<file path="src/rtl/mmu_pkg.sv">
package mmu_pkg;

    localparam int ADDR_W = 32;
    localparam int OFF_W  = 12;
    localparam int PN_W   = ADDR_W - OFF_W;

    typedef enum logic [1:0] {
        FLT_NONE     = 2'd0,
        FLT_UNMAPPED = 2'd1,
        FLT_PRIV     = 2'd2,
        FLT_WRITE    = 2'd3
    } fault_e;

    typedef enum logic {
        W_IDLE  = 1'b0,
        W_FETCH = 1'b1
    } wstate_e;

    typedef struct packed {
        logic [PN_W-1:0] frame;
        logic            writable;
        logic            user_ok;
        logic            cacheable;
    } attr_t;

    typedef struct packed {
        logic            valid;
        logic [PN_W-1:0] page;
        attr_t           attr;
    } slot_t;

    typedef struct packed {
        fault_e            fault;
        logic [ADDR_W-1:0] paddr;
        logic              cacheable;
    } resp_t;

    function automatic attr_t pte_attr(input logic [ADDR_W-1:0] pte);
        attr_t a;
        a.frame     = pte[ADDR_W-1:OFF_W];
        a.writable  = pte[1];
        a.user_ok   = pte[2];
        a.cacheable = pte[3];
        return a;
    endfunction

endpackage

</file>
<file path="src/rtl/xlat_cam.sv">
module xlat_cam
    import mmu_pkg::*;
#(
    parameter int ENTRIES = 8
) (
    input  logic            clk,
    input  logic            rst,
    input  logic            flush,
    input  logic [PN_W-1:0] lk_page,
    output logic            hit,
    output attr_t           hit_attr,
    input  logic            install,
    input  logic [PN_W-1:0] ins_page,
    input  attr_t           ins_attr
);
    localparam int IDX_W = (ENTRIES > 1) ? $clog2(ENTRIES) : 1;
    localparam logic [IDX_W-1:0] LAST = IDX_W'(ENTRIES - 1);

    slot_t              slots [ENTRIES];
    logic [ENTRIES-1:0] match;
    logic [ENTRIES-1:0] vld;
    logic [IDX_W-1:0]   victim;

    for (genvar g = 0; g < ENTRIES; g++) begin : g_cmp
        assign vld[g]   = slots[g].valid;
        assign match[g] = slots[g].valid && (slots[g].page == lk_page);
    end

    always_comb begin
        hit_attr = '0;
        for (int i = 0; i < ENTRIES; i++) begin
            if (match[i]) hit_attr = hit_attr | slots[i].attr;
        end
    end
    assign hit = |match;

    always_ff @(posedge clk) begin
        if (rst) begin
            for (int i = 0; i < ENTRIES; i++) slots[i].valid <= 1'b0;
            victim <= '0;
        end else if (flush) begin
            for (int i = 0; i < ENTRIES; i++) slots[i].valid <= 1'b0;
        end else if (install) begin
            slots[victim].valid <= 1'b1;
            slots[victim].page  <= ins_page;
            slots[victim].attr  <= ins_attr;
            victim <= (victim == LAST) ? '0 : victim + 1'b1;
        end
    end

    assert_single_match_R9: assert property (@(posedge clk) disable iff (rst)
        $onehot0(match));

    assert_flush_empties_R11: assert property (@(posedge clk) disable iff (rst)
        flush |=> (vld == '0));

    assert_victim_moves_R10: assert property (@(posedge clk) disable iff (rst)
        (install && !flush) |=> (victim != $past(victim)));

endmodule

</file>
<file path="src/rtl/xlat_walker.sv">
module xlat_walker
    import mmu_pkg::*;
(
    input  logic              clk,
    input  logic              rst,
    input  logic              start,
    input  logic [ADDR_W-1:0] start_vaddr,
    input  logic              start_write,
    input  logic              start_user,
    input  logic              start_chk,
    input  logic [ADDR_W-1:0] table_base,
    output logic              busy,
    output logic              done,
    output logic              mem_req,
    output logic [ADDR_W-1:0] mem_addr,
    input  logic              mem_ack,
    output logic [ADDR_W-1:0] held_vaddr,
    output logic              held_write,
    output logic              held_user,
    output logic              held_chk
);
    wstate_e           state;
    logic [ADDR_W-1:0] held_base;

    always_ff @(posedge clk) begin
        if (rst) begin
            state <= W_IDLE;
        end else begin
            case (state)
                W_IDLE:  if (start)   state <= W_FETCH;
                W_FETCH: if (mem_ack) state <= W_IDLE;
                default: state <= W_IDLE;
            endcase
        end
    end

    always_ff @(posedge clk) begin
        if (state == W_IDLE && start) begin
            held_vaddr <= start_vaddr;
            held_write <= start_write;
            held_user  <= start_user;
            held_chk   <= start_chk;
            held_base  <= table_base;
        end
    end

    assign busy     = (state == W_FETCH);
    assign mem_req  = busy;
    assign done     = busy && mem_ack;
    assign mem_addr = held_base + {held_vaddr[ADDR_W-1:OFF_W], 2'b00};

    assert_fetch_held_R3: assert property (@(posedge clk) disable iff (rst)
        (mem_req && !mem_ack) |=> (mem_req && $stable(mem_addr)));

    assert_fetch_ends_R3: assert property (@(posedge clk) disable iff (rst)
        (mem_req && mem_ack) |=> !mem_req);

endmodule

</file>
<file path="src/rtl/xlat_perm.sv">
module xlat_perm
    import mmu_pkg::*;
(
    input  logic              mapped,
    input  attr_t             attr,
    input  logic [ADDR_W-1:0] vaddr,
    input  logic              write,
    input  logic              user,
    input  logic              chk,
    output resp_t             result
);
    always_comb begin
        result = '0;
        if (!mapped)                        result.fault = FLT_UNMAPPED;
        else if (user && !attr.user_ok)     result.fault = FLT_PRIV;
        else if (write && !attr.writable)   result.fault = FLT_WRITE;
        else                                result.fault = FLT_NONE;

        if (result.fault == FLT_NONE) begin
            result.cacheable = attr.cacheable;
            result.paddr     = chk ? '0 : {attr.frame, vaddr[OFF_W-1:0]};
        end
    end
endmodule

</file>
<file path="src/rtl/xlat_unit.sv">
module xlat_unit
    import mmu_pkg::*;
#(
    parameter int ENTRIES = 8
) (
    input  logic        clk,
    input  logic        rst,
    input  logic        flush,
    input  logic [31:0] table_base,
    input  logic        req_valid,
    input  logic [31:0] req_vaddr,
    input  logic        req_write,
    input  logic        req_user,
    input  logic        req_check_only,
    output logic        req_ready,
    output logic        resp_valid,
    output logic [31:0] resp_paddr,
    output logic        resp_cacheable,
    output logic [1:0]  resp_fault,
    output logic        mem_req,
    output logic [31:0] mem_addr,
    input  logic        mem_ack,
    input  logic [31:0] mem_rdata
);
    logic              hit, busy, walk_done, accept;
    attr_t             hit_attr, fetched_attr, chk_attr;
    logic [ADDR_W-1:0] held_vaddr, chk_vaddr;
    logic              held_write, held_user, held_chk;
    logic              chk_mapped, chk_write, chk_user, chk_only;
    resp_t             perm_out, resp_q;

    assign req_ready    = !busy;
    assign accept       = req_valid && req_ready;
    assign fetched_attr = pte_attr(mem_rdata);

    xlat_cam #(.ENTRIES(ENTRIES)) u_cam (
        .clk      (clk),
        .rst      (rst),
        .flush    (flush),
        .lk_page  (req_vaddr[ADDR_W-1:OFF_W]),
        .hit      (hit),
        .hit_attr (hit_attr),
        .install  (walk_done && mem_rdata[0]),
        .ins_page (held_vaddr[ADDR_W-1:OFF_W]),
        .ins_attr (fetched_attr)
    );

    xlat_walker u_walk (
        .clk         (clk),
        .rst         (rst),
        .start       (accept && !hit),
        .start_vaddr (req_vaddr),
        .start_write (req_write),
        .start_user  (req_user),
        .start_chk   (req_check_only),
        .table_base  (table_base),
        .busy        (busy),
        .done        (walk_done),
        .mem_req     (mem_req),
        .mem_addr    (mem_addr),
        .mem_ack     (mem_ack),
        .held_vaddr  (held_vaddr),
        .held_write  (held_write),
        .held_user   (held_user),
        .held_chk    (held_chk)
    );

    always_comb begin
        if (busy) begin
            chk_mapped = mem_rdata[0];
            chk_attr   = fetched_attr;
            chk_vaddr  = held_vaddr;
            chk_write  = held_write;
            chk_user   = held_user;
            chk_only   = held_chk;
        end else begin
            chk_mapped = 1'b1;
            chk_attr   = hit_attr;
            chk_vaddr  = req_vaddr;
            chk_write  = req_write;
            chk_user   = req_user;
            chk_only   = req_check_only;
        end
    end

    xlat_perm u_perm (
        .mapped (chk_mapped),
        .attr   (chk_attr),
        .vaddr  (chk_vaddr),
        .write  (chk_write),
        .user   (chk_user),
        .chk    (chk_only),
        .result (perm_out)
    );

    always_ff @(posedge clk) begin
        if (rst) begin
            resp_valid <= 1'b0;
            resp_q     <= '0;
        end else begin
            resp_valid <= (accept && hit) || walk_done;
            if ((accept && hit) || walk_done) resp_q <= perm_out;
        end
    end

    assign resp_paddr     = resp_q.paddr;
    assign resp_cacheable = resp_q.cacheable;
    assign resp_fault     = resp_q.fault;

    assert_fault_hides_addr_R6: assert property (@(posedge clk) disable iff (rst)
        (resp_valid && resp_fault != 2'd0) |-> (resp_paddr == '0 && !resp_cacheable));

    assert_stall_during_walk_R3: assert property (@(posedge clk) disable iff (rst)
        mem_req |-> !req_ready);

    assert_answer_after_ack_R3: assert property (@(posedge clk) disable iff (rst)
        (mem_req && mem_ack) |=> resp_valid);

    assert_hit_answers_next_R2: assert property (@(posedge clk) disable iff (rst)
        (req_valid && req_ready && !mem_req && !flush && $past(!mem_req)) |=> (resp_valid || mem_req));

endmodule

</file>
<file path="config.mk">
export PLATFORM = sky130hd
export DESIGN_NAME = xlat_unit
export DESIGN_NICKNAME = d
export VERILOG_FILES = /design/src/rtl/mmu_pkg.sv /design/src/rtl/xlat_cam.sv /design/src/rtl/xlat_walker.sv /design/src/rtl/xlat_perm.sv /design/src/rtl/xlat_unit.sv
export SDC_FILE = /design/constraint.sdc
export NUM_CORES = 1
export LEC_CHECK = 0
export BUFFER_PORTS_ARGS = -buffer_cell sky130_fd_sc_hd__buf_2
export CORE_ASPECT_RATIO = 0.7
export CORE_MARGIN = 1
export CORE_UTILIZATION = 30
export DETAILED_ROUTE_END_ITERATION = 8
export PLACE_DENSITY_LB_ADDON = 0.15
export SLEW_MARGIN = 40
export SYNTH_ARGS = -nofsm -noshare
export SYNTH_HDL_FRONTEND = slang
export SYNTH_SLANG_ARGS = --single-unit
export TNS_END_PERCENT = 10
</file>
<file path="constraint.sdc">
create_clock -name clk -period 15.6 [get_ports clk]
set_input_delay 1.56 -clock clk [delete_from_list [all_inputs] [get_ports clk]]
set_output_delay 1.56 -clock clk [all_outputs]
set_load 0.01 [all_outputs]
</file>
* Word-level counts from Yosys, hierarchy flattened *
Memories as Yosys holds them, arrays and structs flattened.
Index checks and enable logic that the tools add are counted.
W data, S select, Z words.

word-level totals
  register bits after elaboration = 107
  bits in latches = 0
  memory bits (writable) = 352
  bits in read-only memories = 0
  output and inout port bits = 70
  memories kept = 1

operators by class
  $add $sub $neg = 2
  $mul = 0
  divide/modulo/power cells = 0
  order comparisons = 0
  equal/unequal tests = 9
  shift operators = 0
  multiplexer cells = 43
  bitwise logic cells = 17
  reduce and logical (&&, ||, !) cells = 25

memory list
  name         words  width  rd ports  clocked after Yosys merged registers in  write ports  RTL line        RTL
  u_cam.slots  8      44     8         0                                        8            xlat_cam.sv:19  slot_t slots [ENTRIES];

operators by type and width
  kind                   number
  $mux W23               9
  $or A23 B23 Y23        7
  $eq A20 B20 Y1         8
  $mux W44               1
  $reduce_or A44 Y1      1
  $mux W33               1
  $add A32 B22 Y32       1
  $mux W32               1
  $mux W1                23
  $logic_and A1 B1 Y1    16
  $mux W12               1
  $mux W2                4
  $or A1 B1 Y1           8
  $reduce_or A8 Y1       1
  $mux W3                2
  $logic_not A1 Y1       4
  $add A3 B1 Y3 const B  1
  $eq A3 B3 Y1 const B   1
  $logic_not A2 Y1       1
  $not A1 Y1             2
  $pmux W1 S2            1
  $reduce_and A2 Y1      1
  $logic_or A1 B1 Y1     1

* Depth between registers and ports, before layout *
An unclocked memory read counts as a cell.

  depth after elaboration = 26
  mapped depth = 12
  depth with buffers taken out = 11

* Cells and area by module *
From an unflattened synthesis, not the netlist that was laid out.

second synthesis, totals
  cells, all modules = 1545
  area total of the unflattened synthesis = 21647.0 µm²

modules (own cells, without submodules)
  module       instances  cells each  area each (µm²)
  xlat_cam     1          1005        15173.3
  xlat_walker  1          266         3460.8
  xlat_unit    1          223         2352.3
  xlat_perm    1          51          660.6

* Least setup slack after synthesis *
OpenSTA, ideal clock, no wires.

  kind = input to register
  start = input port req_vaddr[15]
  end = register u_walk.held_base[0] (enable)
  setup time = 0.577 ns
  arrival time = 7.541 ns
  required time = 15.023 ns
  path slack = 7.483 ns
  stages = 9
  path buffers = 2
  cell sequence = buf_2 > xor2_1 > nor4_1 > and3_1 > and3_1 > buf_2 > nor4_1 > nand3_1 > nor3_1

on the way
  word-level cells in the longest chain between the ends = 6
  elaborated cells between the ends (all ways) = 20

RTL lines
  element                  RTL line           RTL
  from (decl)              xlat_unit.sv:11    input logic [31:0] req_vaddr,
  $eq A20 B20 Y1           xlat_cam.sv:26     assign match[g] = slots[g].valid && (slots[g].page == lk_page);
  $logic_and A1 B1 Y1      xlat_cam.sv:26
  $reduce_or A8 Y1 (*)     xlat_cam.sv:35     assign hit = |match;
  $logic_not A1 Y1 (*)     xlat_unit.sv:51    .start (accept && !hit),
  $logic_and A1 B1 Y1 (*)  xlat_unit.sv:51
  $logic_and A1 B1 Y1 (*)  xlat_walker.sv:38  if (state == W_IDLE && start) begin
  to (signal assigned)     xlat_walker.sv:43  held_base <= table_base;
  to (decl)                xlat_walker.sv:23  logic [ADDR_W-1:0] held_base;

Mark *: on every way between the ends. The rest lies on a longest branch, timed or not.
A chain may end at the register's enable or synchronous reset.

* Worst setup path after layout *
  start = register u_walk.held_vaddr[12]
  end = output port mem_addr[30]

on the way
  word-level cells in the longest chain between the ends = 1

RTL lines
  element                 RTL line           RTL
  from (decl)             xlat_walker.sv:17  output logic [ADDR_W-1:0] held_vaddr,
  from (signal assigned)  xlat_walker.sv:39  held_vaddr <= start_vaddr;
  $add A32 B22 Y32        xlat_walker.sv:50  assign mem_addr = held_base + {held_vaddr[ADDR_W-1:OFF_W], 2'b00};
  to (decl)               xlat_unit.sv:21    output logic [31:0] mem_addr,

No other way between the ends.

==> summary.md <==
| Metric | Value |
|---|---|
| Status | complete, but fails checks |
| Failing checks | design-rule violations |
| VDD IR max | roughly 0.00007 V |
| Post-layout min period | 5.432 ns |
| Dominant cell type by area after synthesis | edfxtp_1 |
| Core Util, Final | 0.3605 |
| Clk root buf | clkbuf_16 |
| Final setup vio count | 0 |
| DRC Markers | 8 |
| Largest net degree at the start of global routing | 45 |
| DR vias | approximately 11k |
| Clock sink count | between 400 and 500 |
| Crit path largest cell delay | 0.58 ns |
| Dpl cells | approximately 2.2k |
| Worst Path Max Fanout | 9 |
| Post-synthesis net count | 1,357 |
| Fin worst setup slack | 10.17 ns |
| Avg WL per Cell | ~23 um |
| Post-Place Setup Slack | 10.18 ns |
| Detail Placement HPWL | roughly 31 mm |
| Post_cts resized | 0 |
| Clk slew on worst S/H paths | 0.06 ns |
| Reg-to-Reg Start | u_cam.slots[1][31]$_DFFE_PP_ |
| CP top delay family | compound AO/OA/AOI/OAI gates |
| Critical path cell sequence | ha_1 > inv_1 > fa_1 > nor2b_1 > o21ai_0 > a21oi_1 > o22ai_1 > a31oi_1 > a221oi_1 > clkbuf_2 > o21ai_0 > xor2_1 > buf_2 |
| Vias per std cell | 4.796 |
| Antenna viol nets, final | 0 |
| Critical path origin | u_walk.held_vaddr[12]$_DFFE_PP_ |
| GRT Max-Usage Layer | met1 |
| Share of layout cells above drive strength 1 | 0.2241 |
| Io pins | 174 |
| Warnings, synthesis | 0 |
| Antenna violations before repair | 3 |
| Depth of the CTS H-tree | 2 |
| Met3 Usage GRT | 0.02761 |
| Number of distinct library cells after synthesis | between 50 and 60 |
| RSZ-0062 raised after global routing | false |
| Mapped Cells | 1,230 |
| Row count | 76 |
| Total Routing Usage GR | 0.1596 |
| Chip width | 301.6 um |
| Met1 usage | 0.2402 |
| Seq cells post-synth | between 400 and 500 |
| Finished Layout Cells | 2,269 |
| Max Freq | ~0.18 GHz |
| Synthesized area | 18,850 sq um |
| Synth async-reset ratio | 0 |
| Min-delay src | u_cam.slots[6][43]$_SDFFE_PP1P_ |
| CP arrival | around 3.9 ns |
| Die ar. | between 60,000 and 70,000 sq um |
| Top cells by area, synth | edfxtp_1, dfxtp_1, xor2_1 |
| DR pass1 iterations | 9 |
| Final Hold Fails | 0 |
| Area grow syn2layout | 18.22% |
| Congestion Overflow GR | 0 |
| HP Class | reg2reg |
| Vias in the first global route | between 10k and 15k |
| Slew HR | 0.4439 |
| Worst Max-Slew Pin Slew | ~0.83 ns |
| Critical Path RT | 14.04 ns |
| Fill count | 5,896 |
| Iter 0 DRT Violations | approximately 1.0k |
| Post-CTS setup buffers | 0 |
| Pleak | 0.007693 uW |
| First-pass GRT wire length | 74.22 mm |
| Final-report max-slew violation count | 0 |
| CTS tree | built |
| Ys flop type | edfxtp_1 |
| Gpl congestion | 0.7630 |
| CP Buf/Inv Count | 3 |
| Core area | 61,810 sq um |
| Seq/Total Area, Yosys | 0.7059 |
| Power Dens Cells | 121.9 nW/um^2 |
| Cts bufs inserted | 49 |
| Critical Path Source Type | register |
| Area share of the largest cell type after synthesis | 0.6549 |
| Number of flops mapped to enable cells by yosys | 411 |
| Post-route setup TNS | 0 ns |
| Syn avg cell area | roughly 15 sq um |
| GR Layer Usage met2 | 0.2353 |
| Routed wire length | between 50 and 60 mm |
| Clock Latency Late Sink | 0.58 ns |
| Deepest clock path buffer count | 3 |
| Clock Skew | 0.02339 ns |
| CP Capture Type | output port |
| Initial Util | 0.3049 |
| Hold_buf cts | 0 |
| Nets | 1,535 |
| I/O Buffers | ~170 |
| Max-capacitance violation count | 0 |
| Tcrit/Tclk final | 0.3482 |
| Crit-path most repeated cell | o21ai_0 |
| Critical setup path kind | reg2out |
| Slowest CP cell | edfxtp_1 |
| DIE HEIGHT | 211.7 um |
[state kept, by name (all words and copies together) (netlist names), 2 cells and up]
name,cells
u_walk.held_vaddr,32
u_cam.slots,352
u_walk.held_base,32
resp_fault,2
u_cam.victim,3
resp_paddr,32
[stage by stage]
| step | hold WS, ns | cell area [sq um] | total power [uW] |
|---|---|---|---|
| CTS | 0.4479 | 22260 | 2752 |
| detailed placement | 0.4334 | 20660 | 1571 |
| finish | 0.4445 | 22280 | 2716 |
| global placement | 0.4246 | 20640 | 1569 |
| global route | 0.4713 | 22270 | 2811 |
| floorplan | 0.4181 | 18850 | 1496 |
[per-layer routing]
layer  vias to the layer above  routed length (um)
li1                       5087                   -
met1                      5523               25550
met2                       216               22290
met3                        56                2444
met4                         0                 918
met5                         -                   0
[power by group]
| part | leakage [uW] | switching (uW) | total [uW] | internal [uW] |
|---|---|---|---|---|
| clock | 0.000779 | 482 | 1170 | 691 |
| sequential | 0.00412 | 14.9 | 1370 | 1350 |
| combinational | 0.00279 | 110 | 174 | 63.4 |
| total | 0.00769 | 608 | 2720 | 2110 |
[worst paths after layout]
check | end | cells after the start | slack [ns]
setup reg to reg | resp_paddr[23]$_SDFFE_PP0P_ | 10 | 11.79
hold reg to reg | u_cam.slots[6][43]$_SDFFE_PP1P_ | 1 | 0.44
setup / recovery | mem_addr[30] | 13 | 10.17
hold / removal | u_cam.slots[6][43]$_SDFFE_PP1P_ | 1 | 0.44
[cells in the mapped netlist, types with 9 or more instances]
cell and n:
a21o_1 16, a21oi_1 40, a222oi_1 29, a22oi_1 32, and3_1 9, buf_2 25
clkbuf_1 30, dfxtp_1 48, edfxtp_1 411, ha_1 22, inv_1 54, mux2_2 12
nand2_1 80, nand3_1 18, nand4_1 23, nor2_1 25, nor3_1 9, nor4_1 24
o21ai_0 17, o221ai_1 19, o32ai_2 29, xnor2_1 81, xor2_1 105
[layout make-up]
class                           count  area [sq um]  share of cell area
Inverter                           54         202.7            0.009098
Antenna cell                        4         10.01           0.0004493
Tap cell                          819          1025             0.04599
Multi-Input combinational cell    653          5119              0.2297
Clock inverter                     21         244.0             0.01095
Sequential cell                   459         13300              0.5971
Timing Repair Buffer              191          1018             0.04571
Clock buffer                       68          1359             0.06099
[layout by cell type (no fill, tap or decap), drive strengths merged, types with 5 or more instances in the layout]
master    n
edfxtp  411
buf     190
xor2    105
xnor2    81
nand2    80
clkbuf   69
inv      55
dfxtp    48
a21oi    40
o32ai    33
a22oi    32
a222oi   29
nor4     26
nor2     25
nand4    23
ha       22
o221ai   19
nand3    18
o21ai    17
a21o     16
clkinv   13
mux2     12
and3      9
nor3      9
o21a      5
bufinv    5
nor3b     5
[cell families after synthesis]
logic type | after synthesis | synth area share
XOR/XNOR | 186 | 0.08644
buffers and inverters | 118 | 0.02755
multiplexers | 13 | 0.007702
adder cells (fa/ha/maj) | 23 | 0.01567
flip-flops | 459 | 0.7059
AND/OR/NAND/NOR | 214 | 0.05836
AO/OA/AOI/OAI | 217 | 0.09839
No activity file was read; power rests on OpenSTA's default activity.
